--- src/rtl/bag_pkg.sv ---
package bag_pkg;

    // Bits needed to hold values 0 .. n-1 (at least one bit).
    function automatic int unsigned idx_bits(input int unsigned n);
        return (n <= 1) ? 1 : $clog2(n);
    endfunction

endpackage

--- src/rtl/bag_sat_counter.sv ---
module bag_sat_counter
    import bag_pkg::*;
#(
    parameter int unsigned W     = 32,
    parameter int unsigned INC_W = 2
) (
    input  logic             clk,
    input  logic             rst,
    input  logic [INC_W-1:0] inc,
    output logic [W-1:0]     cnt
);

    typedef struct packed {
        logic [W-1:0] cnt;
    } cnt_state_t;

    cnt_state_t st_d, st_q;
    logic [W:0] sum;

    always_comb begin
        st_d = st_q;
        sum  = {1'b0, st_q.cnt} + (W+1)'(inc);
        if (sum[W]) begin
            st_d.cnt = '1;
        end else begin
            st_d.cnt = sum[W-1:0];
        end
    end

    always_ff @(posedge clk) begin
        if (rst) begin
            st_q <= '0;
        end else begin
            st_q <= st_d;
        end
    end

    assign cnt = st_q.cnt;

    // once at the top value the counter stays there
    a_r8_sat_hold: assert property (@(posedge clk) disable iff (rst)
        (cnt == '1) |=> (cnt == '1));

    // the counter never moves backwards outside reset
    a_r7_monotone: assert property (@(posedge clk) disable iff (rst)
        1'b1 |=> (cnt >= $past(cnt)));

    // below saturation each step equals the refusal count
    a_r7_step: assert property (@(posedge clk) disable iff (rst)
        1'b1 |=> ((cnt == '1) || ((cnt - $past(cnt)) == W'($past(inc)))));

endmodule

--- src/rtl/bag_bank_array.sv ---
module bag_bank_array
    import bag_pkg::*;
#(
    parameter int unsigned BANKS   = 1,
    parameter int unsigned LATENCY = 1,
    parameter int unsigned SET_W   = 8,
    parameter int unsigned LANES   = 2,
    localparam int unsigned RW     = idx_bits(LANES + 1)
) (
    input  logic                        clk,
    input  logic                        rst,
    input  logic                        stall_en,
    input  logic [LANES-1:0]            req,
    input  logic [LANES-1:0][SET_W-1:0] set_idx,
    output logic [LANES-1:0]            grant,
    output logic [RW-1:0]               refused
);

    localparam int unsigned BB = idx_bits(BANKS);

    logic [LANES-1:0][BB-1:0] lane_bank;

    for (genvar g = 0; g < LANES; g++) begin : g_lane_bank
        if (BANKS == 1) begin : g_single
            assign lane_bank[g] = '0;
        end else begin : g_multi
            assign lane_bank[g] = set_idx[g][BB-1:0];
        end
    end

    if (LATENCY == 0) begin : g_no_timer
        assign grant   = req;
        assign refused = '0;
    end else begin : g_timer
        localparam int unsigned TW = idx_bits(LATENCY);

        typedef struct packed {
            logic [BANKS-1:0][TW-1:0] timer;
        } bank_state_t;

        bank_state_t st_d, st_q;
        logic [LANES-1:0] grant_c;
        logic [RW-1:0]    refused_c;

        always_comb begin : p_eval
            logic [BANKS-1:0]            claimed;
            logic [BANKS-1:0][SET_W-1:0] claim_set;
            st_d      = st_q;
            grant_c   = '0;
            refused_c = '0;
            claimed   = '0;
            claim_set = '0;
            for (int b = 0; b < int'(BANKS); b++) begin
                if (st_q.timer[b] != '0) begin
                    st_d.timer[b] = st_q.timer[b] - TW'(1);
                end
            end
            for (int i = 0; i < int'(LANES); i++) begin
                if (req[i]) begin
                    if (!stall_en) begin
                        grant_c[i] = 1'b1;
                    end else if (st_q.timer[lane_bank[i]] != '0) begin
                        refused_c = refused_c + RW'(1);
                    end else if (claimed[lane_bank[i]] &&
                                 (claim_set[lane_bank[i]] != set_idx[i])) begin
                        refused_c = refused_c + RW'(1);
                    end else begin
                        grant_c[i] = 1'b1;
                        if (!claimed[lane_bank[i]]) begin
                            claimed[lane_bank[i]]    = 1'b1;
                            claim_set[lane_bank[i]]  = set_idx[i];
                            st_d.timer[lane_bank[i]] = TW'(LATENCY - 1);
                        end
                    end
                end
            end
        end

        always_ff @(posedge clk) begin
            if (rst) begin
                st_q <= '0;
            end else begin
                st_q <= st_d;
            end
        end

        assign grant   = grant_c;
        assign refused = refused_c;

        logic over_bound;
        always_comb begin
            over_bound = 1'b0;
            for (int b = 0; b < int'(BANKS); b++) begin
                if (32'(st_q.timer[b]) > (LATENCY - 1)) begin
                    over_bound = 1'b1;
                end
            end
        end

        // no bank is ever held longer than the occupancy time
        a_r2_timer_bound: assert property (@(posedge clk) disable iff (rst)
            !over_bound);

        // lane 0 always claims its bank when granted with checking on
        a_r2_load: assert property (@(posedge clk) disable iff (rst)
            (stall_en && req[0] && grant[0]) |=>
            (st_q.timer[$past(lane_bank[0])] == TW'(LATENCY - 1)));

        // a bank busy from an earlier cycle refuses lane 0
        a_r5_busy_refuse: assert property (@(posedge clk) disable iff (rst)
            (stall_en && req[0] && (st_q.timer[lane_bank[0]] != '0)) |-> !grant[0]);

        // with checking off every raised lane is granted
        a_r6_bypass_grant: assert property (@(posedge clk) disable iff (rst)
            !stall_en |-> (grant == req));

        // with checking off an idle array stays idle
        a_r6_no_mark: assert property (@(posedge clk) disable iff (rst)
            (!stall_en && (st_q == '0)) |=> (st_q == '0));
    end

    // no grant without a request
    a_r11_grant_needs_req: assert property (@(posedge clk) disable iff (rst)
        ((grant & ~req) == '0));

endmodule

--- src/rtl/bank_gate.sv ---
module bank_gate
    import bag_pkg::*;
#(
    parameter int unsigned SET_W      = 8,
    parameter int unsigned LANES      = 2,
    parameter int unsigned TAG_BANKS  = 1,
    parameter int unsigned TAG_LAT    = 1,
    parameter int unsigned DATA_BANKS = 1,
    parameter int unsigned DATA_LAT   = 1,
    parameter int unsigned CNT_W      = 32
) (
    input  logic                        clk,
    input  logic                        rst,
    input  logic                        stall_en,
    input  logic [LANES-1:0]            tag_req,
    input  logic [LANES-1:0][SET_W-1:0] tag_set,
    output logic [LANES-1:0]            tag_grant,
    input  logic [LANES-1:0]            data_req,
    input  logic [LANES-1:0][SET_W-1:0] data_set,
    output logic [LANES-1:0]            data_grant,
    output logic                        xact_stall,
    output logic [CNT_W-1:0]            tag_stall_cnt,
    output logic [CNT_W-1:0]            data_stall_cnt
);

    localparam int unsigned RW = idx_bits(LANES + 1);

    logic [RW-1:0] tag_refused;
    logic [RW-1:0] data_refused;

    bag_bank_array #(
        .BANKS   (TAG_BANKS),
        .LATENCY (TAG_LAT),
        .SET_W   (SET_W),
        .LANES   (LANES)
    ) u_tag (
        .clk      (clk),
        .rst      (rst),
        .stall_en (stall_en),
        .req      (tag_req),
        .set_idx  (tag_set),
        .grant    (tag_grant),
        .refused  (tag_refused)
    );

    bag_bank_array #(
        .BANKS   (DATA_BANKS),
        .LATENCY (DATA_LAT),
        .SET_W   (SET_W),
        .LANES   (LANES)
    ) u_data (
        .clk      (clk),
        .rst      (rst),
        .stall_en (stall_en),
        .req      (data_req),
        .set_idx  (data_set),
        .grant    (data_grant),
        .refused  (data_refused)
    );

    bag_sat_counter #(
        .W     (CNT_W),
        .INC_W (RW)
    ) u_tag_cnt (
        .clk (clk),
        .rst (rst),
        .inc (tag_refused),
        .cnt (tag_stall_cnt)
    );

    bag_sat_counter #(
        .W     (CNT_W),
        .INC_W (RW)
    ) u_data_cnt (
        .clk (clk),
        .rst (rst),
        .inc (data_refused),
        .cnt (data_stall_cnt)
    );

    assign xact_stall = (tag_refused != '0) || (data_refused != '0);

    // the transition stall matches the refused lanes seen at the ports
    a_r9_stall_match: assert property (@(posedge clk) disable iff (rst)
        xact_stall == (((tag_req & ~tag_grant) | (data_req & ~data_grant)) != '0));

endmodule

--- config.mk ---
export PLATFORM = sky130hd
export DESIGN_NAME = bank_gate
export DESIGN_NICKNAME = d
export VERILOG_FILES = /design/src/rtl/bag_pkg.sv /design/src/rtl/bag_sat_counter.sv /design/src/rtl/bag_bank_array.sv /design/src/rtl/bank_gate.sv
export SDC_FILE = /design/constraint.sdc
export NUM_CORES = 1
export LEC_CHECK = 0
export ABC_AREA = 0
export ABC_CLOCK_PERIOD_IN_PS = 2800
export BUFFER_PORTS_ARGS = -buffer_cell sky130_fd_sc_hd__buf_2
export CORE_AREA = 2 2 92 94
export DETAILED_ROUTE_END_ITERATION = 16
export DIE_AREA = 0 0 94 96
export PLACE_DENSITY_LB_ADDON = 0.15
export SLEW_MARGIN = 20
export SYNTH_ARGS = -nofsm -noshare
export SYNTH_HDL_FRONTEND = slang
export SYNTH_HIERARCHICAL = 1
export SYNTH_SLANG_ARGS = --single-unit
export TNS_END_PERCENT = 100
--- constraint.sdc ---
create_clock -name clk -period 2.8 [get_ports clk]
set_clock_uncertainty 0.1 [all_clocks]
set_input_delay 0.42 -clock clk [delete_from_list [all_inputs] [get_ports clk]]
set_output_delay 0.42 -clock clk [all_outputs]
set_load 0.05 [all_outputs]
==> out/results.txt <==
Setup crit start kind: input pin
DP HPWL: 6650 um
worst path arrival time: 2.91 ns
Final Non-Filler Cells: 665
dpl cell area: 4490 sq um
Period minus WS final: 2.82 ns
final hold vios: 0
Max-Cap Viols: 0
top-area cell type share of the netlist area: 35.4%
clock latency on the worst-skew pair: 0.33 ns
wire per inst: 14.5 um
RSZ-0062 raised after global routing: yes
simple-gate area share of the yosys netlist: 28.7%
P_sw: 0.484 mW
Pwr Density: 376 nW/um^2
FF+latch count, synth: 64
clock power share: 38.3%
gpl congestion: 0.768
setup slack after layout: -0.0206 ns
I/O pin count: 108
Worst setup EP type: flip-flop
outcome: complete, but fails checks
Static Leakage: 2.21 nW
sequential share of the synthesized area: 35.4%
DIE AREA: 9020 sq um
crit share post-route: 101%
Gate Count Post-Synth: 403
DR iter-0 viols: 105
top post-synthesis cells by area: dfxtp_1 (35%), a21oi_1 (7.5%), xor2_1 (6.8%)
WS Path Type: input pin to flip-flop
DR vias/cell: 5.43
Top FF cell, synth: dfxtp_1
Port Buf Inserts: 107
sequential share of power: 48.5%
fillers: 724
Hold Path Class: flip-flop to flip-flop
largest area contributor in the netlist: dfxtp_1
CTS Root Cell: clkbuf_8
Synth Area in Adders: 2.49%
initial antenna violation count: 0
finished layout cell area: 5100 sq um
area of the multi-input gates: 2390 sq um
commonest non-fill, non-tap cell in the layout: buf_2
Max Root-Sink Buffers: 2
Antenna Cells: 0
worst-margin pin slew: 0.692 ns
Post-synth EDFFs: 0
Site Rows: 33
global route overflow: 0
placed insts: 636
most frequent cells in the layout: buf_2 (95), dfxtp_1 (64), buf_4 (47), a21oi_1 (34), xor2_1 (28)
largest net degree at the start of global routing: 35
R2R setup slack: 0.58 ns
CTS tree: yes
worst-path fanout max: 4
# clock sinks: 64
mapped cell area: 3620 sq um
Slew Viols, Final: 0
fraction of layout cells with a size suffix above 1: 46.3%
worst relative slew slack: 53.9%
Die Wd: 94 um
GRT Util Overall: 20.7%
core area: 8050 sq um
syn_area_per_cell: 8.97 sq um
total CTS buffers: 9
global-route wire length before repair: 15100 um
Sw Share: 25.3%
clock transition at the registers of the reported paths: 0.07 ns
fmax: 0.355 GHz
DRT Pass-1 Iters: 4
mux cell area share after synthesis: 0%
Area growth syn-to-layout: 41.1%
Yosys Warn Count: 6
final setup violation count: 5
failing checks: negative setup slack
Logic pwr share: 13.2%
vias after detailed routing: 3609
FF+latch area: 1280 sq um
Antenna Nets Post-Route: 0
Crit path required time: 2.89 ns
Compound-Gate Fraction of Synth Area: 15.9%
final-stage net count: 603
Routed WL: 9660 um
DRC: 0
vias in the first global route: 3206
Post-synth ARST share: 0%
initial core utilization: 44.9%
hold bufs inserted after CTS: 0
Post-Syn Nets: 448
XOR/XNOR Fraction of Synth Area: 13.1%
die height: 96 um
Distinct cells, synth: 50
maximum level of the CTS H-tree: 3
largest family of logic cells by synthesized area: simple AND/OR/NAND/NOR gates
Pint: 1.43 mW
maximum VDD drop: 280 uV
## Yosys cell counts (all sizes together), types with 4 or more instances
| library cell | instances |
|---|---|
| buf | 10 |
| xor2 | 28 |
| xnor2 | 26 |
| and4 | 16 |
| nand3 | 16 |
| nor2 | 26 |
| nor4 | 6 |
| a21oi | 54 |
| ha | 4 |
| a211oi | 8 |
| o32ai | 6 |
| nand4 | 14 |
| a31oi | 12 |
| and2 | 6 |
| inv | 12 |
| o21ai | 4 |
| or3 | 4 |
| and3 | 16 |
| nor3 | 10 |
| nand2 | 24 |
| dfxtp | 64 |
| clkbuf | 8 |
| and4bb | 6 |
## worst max-delay path, stage by stage
cell and delay [ns]:
buf_6 0.10, and4bb_1 0.19, a31oi_1 0.19, o32ai_2 0.13
a41oi_2 0.22, ha_2 0.22, inv_2 0.04, fa_2 0.34
and4b_2 0.33, nand2_2 0.07, nor3_4 0.23, buf_4 0.17
and4_1 0.20, a211oi_2 0.06
## power groups by stage
stage	Combinational (mW)	Sequential, mW	Clock (mW)
finish	0.254	0.929	0.733
global route	0.277	0.930	0.788
CTS	0.224	0.929	0.754
detailed placement	0.213	0.950	0
global placement	0.209	0.949	0
floorplan	0.0971	0.978	0
## registers in the layout (all words and copies together), names as in the netlist
| register | cells |
|---|---|
| u_tag_cnt/cnt | 32 |
| u_data_cnt/cnt | 32 |
## path summary, 6_finish.rpt
check / from / endpoint / cells after the start
worst max-delay path: data_set[5] / u_data_cnt/cnt[26] / 14
worst min register to register: u_tag_cnt/cnt[22] / u_tag_cnt/cnt[22] / 2
worst max register to register: u_data_cnt/cnt[0] / u_data_cnt/cnt[26] / 9
worst min-delay path: u_tag_cnt/cnt[22] / u_tag_cnt/cnt[22] / 2
## repair_timing
| item | 4_1_cts | 5_1_grt |
|---|---|---|
| resized for setup | 15 | 58 |
| setup endpoints to repair | 42 | 64 |
| gates cloned | 0 | 2 |
| pin swaps | 12 | 20 |
| buffers inserted | 6 | 8 |
## kinds of logic after synthesis
group,Yosys count
AND/OR/NAND/NOR,153
AO/OA/AOI/OAI,94
flip-flops,64
XOR/XNOR,54
buffers and inverters,30
adder cells (fa/ha/maj),6
other,2
## per-stage QoR
stage / total power [mW] / utilization [%] / setup WS (ns) / setup TNS (ns) / hold slack [ns]
final: 1.92 / 63.4 / -0.0206 / -0.0576 / 0.415
after floorplan: 1.07 / - / -0.0775 / -0.289 / 0.397
after global routing: 1.99 / 63.4 / -0.171 / -6.62 / 0.455
after CTS: 1.91 / 59.4 / -0.0214 / -0.0296 / 0.417
after global placement: 1.16 / 55.8 / -0.338 / -17.79 / 0.404
after detailed placement: 1.16 / 55.8 / -0.437 / -22.43 / 0.407
## layout make-up
type / count / share of cell area [%]
flip-flops and latches: 64 / 25.1
repair buffers: 162 / 21.0
multi-input cells: 309 / 46.9
well taps: 105 / 2.57
inverters: 12 / 0.883
clock buffers: 13 / 3.51
## metal layers
| metal | track usage (%) | routed length (um) | up-vias |
|---|---|---|---|
| met5 | 0 | 0 | - |
| met4 | 5.68 | 97 | 0 |
| met3 | 3.60 | 426 | 7 |
| met2 | 33.6 | 4590 | 81 |
| met1 | 28.5 | 4550 | 1730 |
| li1 | - | - | 1791 |
(Power assumes the default switching activity.)
